File: config.mk
export PLATFORM = sky130hd
export DESIGN_NAME = useq_next_addr
export DESIGN_NICKNAME = d
export VERILOG_FILES = /design/src/rtl/useq_pkg.sv /design/src/rtl/useq_cond_mux.sv /design/src/rtl/useq_input_logic.sv /design/src/rtl/useq_addr_path.sv /design/src/rtl/useq_next_addr.sv
export SDC_FILE = /design/constraint.sdc
export NUM_CORES = 1
export LEC_CHECK = 0
export BUFFER_PORTS_ARGS = -buffer_cell sky130_fd_sc_hd__buf_4
export CELL_PAD_IN_SITES_DETAIL_PLACEMENT = 0
export CELL_PAD_IN_SITES_GLOBAL_PLACEMENT = 2
export CORE_MARGIN = 8
export CORE_UTILIZATION = 30
export CTS_CLUSTER_DIAMETER = 30
export DETAILED_ROUTE_END_ITERATION = 6
export GPL_ROUTABILITY_DRIVEN = 0
export PLACE_DENSITY_LB_ADDON = 0.05
export SETUP_SLACK_MARGIN = 0.2
export SLEW_MARGIN = 15
export SYNTH_ARGS = -nofsm -noshare
export SYNTH_HDL_FRONTEND = slang
export SYNTH_HIERARCHICAL = 1
export SYNTH_SLANG_ARGS = --single-unit
File: constraint.sdc
create_clock -name clk -period 3.4 [get_ports clk]
set_input_delay 0.51 -clock clk [delete_from_list [all_inputs] [get_ports clk]]
set_output_delay 0.51 -clock clk [all_outputs]
set_load 0.005 [all_outputs]
File: src/rtl/useq_pkg.sv
// Package: shared encodings for the next-address sequencer.
// Assumes: two-bit source select and two-bit branch operation encodings.
package useq_pkg;

    // Source feeding the control address register; the code is fixed by the mux.
    typedef enum logic [1:0] {
        SRC_INC   = 2'b00,
        SRC_FIELD = 2'b01,
        SRC_RET   = 2'b10,
        SRC_MAP   = 2'b11
    } src_sel_e;

    // Branch operation carried by the microinstruction.
    typedef enum logic [1:0] {
        BR_JUMP = 2'b00,
        BR_CALL = 2'b01,
        BR_RET  = 2'b10,
        BR_MAP  = 2'b11
    } br_op_e;

    // Control produced by the input logic for one cycle.
    typedef struct packed {
        src_sel_e src;
        logic     ret_load;
    } nxt_ctl_t;

endpackage

File: src/rtl/useq_cond_mux.sv
// Module: condition multiplexer.
// Selects one status bit for testing. Entry 0 is tied high so that branch
// operations can be made unconditional.
// Assumes: NCOND is a power of two and at least 2, so every code is a valid entry.
module useq_cond_mux #(
    parameter  int NCOND = 4,
    localparam int CSW   = $clog2(NCOND)
) (
    input  logic [CSW-1:0]   cond_sel,
    input  logic [NCOND-2:0] status,
    output logic             test
);

    logic [NCOND-1:0] cand;

    // Entry 0 is the constant "always" condition.
    assign cand[0] = 1'b1;

    // Entries 1..NCOND-1 come from the status inputs.
    for (genvar gi = 1; gi < NCOND; gi++) begin : g_cand
        assign cand[gi] = status[gi-1];
    end

    // Route the selected candidate to the test output.
    assign test = cand[cond_sel];

endmodule

File: src/rtl/useq_input_logic.sv
// Module: input logic of the sequencer.
// Turns the branch operation and the test result into a source select and a
// return-register load strobe.
// Assumes: purely combinational; the fields are stable before the clock edge.
module useq_input_logic
    import useq_pkg::*;
(
    input  br_op_e   br_op,
    input  logic     test,
    output nxt_ctl_t ctl
);

    // Decode one branch operation per cycle.
    always_comb begin
        ctl.src      = SRC_INC;
        ctl.ret_load = 1'b0;
        unique case (br_op)
            BR_JUMP: ctl.src = test ? SRC_FIELD : SRC_INC;
            BR_CALL: begin
                ctl.src      = test ? SRC_FIELD : SRC_INC;
                ctl.ret_load = test;
            end
            BR_RET:  ctl.src = SRC_RET;
            BR_MAP:  ctl.src = SRC_MAP;
            default: ctl.src = SRC_INC;
        endcase
    end

endmodule

File: src/rtl/useq_addr_path.sv
// Module: address path.
// Holds the control address register, the incrementer, the four-way source
// mux and the single-entry return register.
// Assumes: synchronous active-low reset; the incrementer wraps modulo 2^AW.
module useq_addr_path
    import useq_pkg::*;
#(
    parameter int AW = 7
) (
    input  logic          clk,
    input  logic          rst_n,
    input  nxt_ctl_t      ctl,
    input  logic [AW-1:0] addr_field,
    input  logic [AW-1:0] map_addr,
    output logic [AW-1:0] car_q,
    output logic [AW-1:0] sbr_q
);

    logic [AW-1:0] car_inc;
    logic [AW-1:0] car_d;

    // Incrementer; the carry out is dropped so the count wraps.
    assign car_inc = car_q + 1'b1;

    // Four-way source mux in front of the control address register.
    always_comb begin
        unique case (ctl.src)
            SRC_INC:   car_d = car_inc;
            SRC_FIELD: car_d = addr_field;
            SRC_RET:   car_d = sbr_q;
            SRC_MAP:   car_d = map_addr;
            default:   car_d = car_inc;
        endcase
    end

    // Control address register.
    always_ff @(posedge clk) begin
        if (!rst_n) car_q <= '0;
        else        car_q <= car_d;
    end

    // Return register: captures the incremented address on a taken call.
    always_ff @(posedge clk) begin
        if (!rst_n)            sbr_q <= '0;
        else if (ctl.ret_load) sbr_q <= car_inc;
    end

endmodule

File: src/rtl/useq_next_addr.sv
// Module: top of the microprogram next-address sequencer.
// Ties the condition mux, the input logic and the address path together.
// The output is the control address register itself.
// Assumes: the microinstruction fields come from the control memory word
// currently addressed and are valid before each rising edge.
module useq_next_addr
    import useq_pkg::*;
#(
    parameter  int AW    = 7,
    parameter  int NCOND = 4,
    localparam int CSW   = $clog2(NCOND)
) (
    input  logic             clk,
    input  logic             rst_n,
    input  logic [CSW-1:0]   cond_sel,
    input  logic [1:0]       br_op,
    input  logic [AW-1:0]    addr_field,
    input  logic [AW-1:0]    map_addr,
    input  logic [NCOND-2:0] status,
    output logic [AW-1:0]    cm_addr
);

    logic          test_bit;
    nxt_ctl_t      ctl;
    logic [AW-1:0] car_q;
    logic [AW-1:0] sbr_q;

    // Pick the status bit named by the condition code.
    useq_cond_mux #(.NCOND(NCOND)) u_cond (
        .cond_sel (cond_sel),
        .status   (status),
        .test     (test_bit)
    );

    // Combine the test result with the branch operation.
    useq_input_logic u_logic (
        .br_op (br_op_e'(br_op)),
        .test  (test_bit),
        .ctl   (ctl)
    );

    // Registers, incrementer and source mux.
    useq_addr_path #(.AW(AW)) u_path (
        .clk        (clk),
        .rst_n      (rst_n),
        .ctl        (ctl),
        .addr_field (addr_field),
        .map_addr   (map_addr),
        .car_q      (car_q),
        .sbr_q      (sbr_q)
    );

    // The control address register drives the memory address directly.
    assign cm_addr = car_q;

endmodule

Yosys cells after proc, flatten, opt, wreduce, memory -nomap -nowiden
Cells that the tools add are included.

Memories kept: 0. Output and inout port bits: 7. Register bits: 14. ROM bits: 0. Bits of input ports: 23. RAM bits: 0. Bits in latches: 0.

Bitwise gates (word level): 0. Divide/modulo/power cells: 0. $lt $le $gt $ge: 1. Muxes and demuxes: 6. Shifts and indexed selects: 0. Add/sub/neg operators: 1. $mul: 0. Equal/unequal tests: 6. Reductions and logical operators: 3.

Operator list (count): 7-bit one-hot mux with 4 select lines (1); 2-bit equality test, second input constant (4); 7-bit by 1-bit adder with 7-bit output, second input constant (1); 2-bit one-hot mux with 3 select lines (1); 2-bit by 1-bit equality test with 1-bit output, second input constant (2); 2-bit zero test (2); 2-bit by 3-bit less-than comparator with 1-bit output, second input constant (1); 1-bit two-way mux (3); 1-bit binary-select mux with 2-bit select (1); 2-bit OR reduction (1).

Depth between registers and ports, before layout
Depth after elaboration: 6. Mapped depth: 8. Mapped depth without buffers: 7.

Cells and area by module
Netlist, hierarchy kept.

By module, submodules not included: useq_addr_path (times used 1, seq. area each 280.3 µm², area an instance 745.7 µm², cells an instance 75); useq_input_logic (times used 1, seq. area each 0.0 µm², area an instance 28.8 µm², cells an instance 3); useq_cond_mux (times used 1, seq. area each 0.0 µm², area an instance 27.5 µm², cells an instance 3).

Worst setup path after synthesis
No wires, ideal clock.

Path kind: input -> register. Start: in cond_sel[1]. End: reg u_path.car_q[1]. Data required time: 3.285 ns. Data arrival time: 1.727 ns. Stages on the path: 6. Buffers on the path: 1. Setup time: 0.115 ns. Setup slack: 1.558 ns. Cells stage by stage: nor3b_2 a21oi_1 mux2_4 buf_2 mux4_2 and2_1.

RTL lines: start: declaration (line useq_next_addr.sv:15) `input logic [CSW-1:0] cond_sel,`; end signal: assignment (line useq_addr_path.sv:39) `else car_q <= car_d;`; end: declaration (line useq_addr_path.sv:15) `output logic [AW-1:0] car_q,`.

==> impl_metrics.yaml <==
synth:
  yosysUniqueCellTypes: 24
  synthesis.area_um2: 802
  synth_seq_cells: 14
  syn_area_per_cell_um2: 9.90
  yosysSeqAreaShare_pct: 34.9
  synth_nets: 105
  ys_warn_count: 6
  synthCells: 81
status:
  status: "completed"
global_routing:
  antenna_found_initial: 0
  grt_pass1_vias: 698
  grt_pass1_wl_um: 3230
  grt_remaining_overflow: 0
  grt_max_degree: 17
  grt_use_total_pct: 9.08
flow_run:
  cap_violations: 0
place:
  portBuffers: 29
  dp_hpwl_um: 1480
cts:
  cts_setup_buffers: 0
  cts.sinks: 14
  clockBufferDepth: 2
  cts_tree: "yes"
  path_clk_slew_ps: 90
  root_buffer: "clkbuf_4"
  clock_latency_ps: 270
  cts_buffers: 3
  cts.repair.resized: 0
  postCtsHoldBufs: 0
  htreeDepth: 1
floorplanning:
  die_w_um: 67.7
  io_pins: 30
  start_util_pct: 32.1
  core_region_area_mm2: 0.00250
  die_h_um: 67.7
  rows: 18
  dieArea_mm2: 0.00458
timing:
  fin_crit_sh_pct: 51.4
  drv_slew: 0
  finalSetupViolCount: 0
  fin_skew_ps: 2.78
  timing.fmax_mhz: 572
  rsz0062_at_grt: "no"
  hold_ws_ps: 497
  fin_crit_ps: 1750
  relSlewSlack_pct: 82.7
  setup_tns_ps: 0
  finalHoldViolations: 0
  tightest_slew_ps: 259
drt:
  drtIter0Drc: 38
  drt_pass1_iterations: 4
  drc_errors: 0
  ant_nets: 0
  num_vias: 680
  wl_per_cell_um: 14.4
  drt_wl_total_um: 1980
  drt-vias-per-instance: 4.96
power:
  p_leak_nw: 0.490
  power_density_mw_per_mm2: 355
  ir_drop_uv: 196
worst_setup_path:
  critPathMaxFanout: 16
  start_kind: "input pin"
  crit_type: "input pin to flop"
  required_ps: 3570
  cp.arrival_ps: 1920
  reg2reg_slack_ps: 1740
  worst_setup_path_end_kind: "flop"
worst_hold_path:
  min_path_type: "flop to flop"
finish:
  num-fill-cells: 265
  n_antenna_cell: 0
  syn_to_final_growth_pct: 31.0
  drive_gt1_share_pct: 38.3
  fin_nets: 133
-- cells by family after synthesis --
logic type / synth area share, %
compound gates: 13.7
fa+ha+maj: 1.56
buf+inv: 3.59
simple gates: 17.9
mux: 22.8
flops: 34.9
xor+xnor: 5.46
-- stage by stage --
| stage | cells | setup slack [ps] | area (um2) | util, % | total power, mW |
|---|---|---|---|---|---|
| global route | 137 | 1560 | 1050 | 42.0 | 0.396 |
| global placement | 134 | 1390 | 1030 | 41.1 | 0.283 |
| detailed placement | 134 | 1360 | 1030 | 41.1 | 0.284 |
| floorplan | 81 | 1560 | 802 | - | 0.244 |
| finish | 137 | 1650 | 1050 | 42.0 | 0.373 |
| CTS | 137 | 1660 | 1050 | 42.0 | 0.380 |
-- routing by layer --
metal | track usage (%) | wire (um) | up-vias
li1 | - | - | 342
met1 | 11.7 | 911 | 318
met2 | 13.3 | 878 | 18
met3 | 3.81 | 178 | 2
met4 | 3.13 | 10 | 0
met5 | 0 | 0 | -
-- critical path, stage by stage --
cell,delay [ps]
buf_4,110
nor3b_2,140
a21oi_1,150
mux2_4,320
mux4_2,520
and2_1,160
-- state kept, by name, summed over array words and instances (netlist names) --
signal / count
u_path/sbr_q: 7
u_path/car_q: 7
-- worst paths after layout --
kind | endpoint | cells past startpoint | startpoint
max | u_path/car_q[3] | 6 | cond_sel[1]
min | u_path/sbr_q[0] | 1 | u_path/sbr_q[0]
max reg2reg | u_path/car_q[4] | 5 | u_path/car_q[0]
min reg2reg | u_path/sbr_q[0] | 1 | u_path/sbr_q[0]
-- layout make-up --
type	instances	area [um2]	share of cell area, %
clock buffer	3	22.5	2.14
multi-input combinational	61	493	46.9
sequential	14	280	26.7
tap	30	37.5	3.57
timing repair buffer	29	218	20.7
-- cell usage in the layout (no fill, tap or decap) --
cell and count:
o21ai_0 4, and2_1 3, nand3_2 2, nand3_1 2
buf_4 29, nand2_1 8, mux2_4 1, dfxtp_1 14
mux2i_1 10, xor2_1 2, o21a_1 2, clkbuf_4 3
mux4_2 3, or3_1 2, a21oi_1 7, and3b_2 1
xnor2_1 3, nor2_1 1, ha_1 1, and3_2 1
o211a_1 4, nor3b_2 1, nor2b_1 3
-- power by group --
part,switching (mW),leakage (nW),internal (mW)
registers,0.0115,0.115,0.176
logic,0.0361,0.361,0.0553
clock network,0.0533,0.0138,0.0410
total,0.101,0.490,0.272
-- synth_stat cells --
cell type / n / share of area [%]
o21ai_0: 4 / 2.5
and3_2: 1 / 0.94
and2_1: 3 / 2.3
o211a_1: 4 / 5.0
nand3_1: 2 / 1.2
or3_1: 2 / 1.6
nor2_1: 1 / 0.47
nor3b_2: 1 / 1.6
a21oi_1: 7 / 4.4
xnor2_1: 3 / 3.3
clkbuf_1: 3 / 1.4
buf_4: 1 / 0.94
ha_1: 1 / 1.6
mux4_2: 3 / 8.4
mux2i_1: 10 / 12
nand2_1: 8 / 3.7
and3b_2: 1 / 1.2
buf_2: 2 / 1.2
dfxtp_1: 14 / 35
nor2b_1: 3 / 2.3
xor2_1: 2 / 2.2
nand3_2: 2 / 2.5
o21a_1: 2 / 1.9
mux2_4: 1 / 1.9
Note: power is estimated with default switching activity, not from simulation.
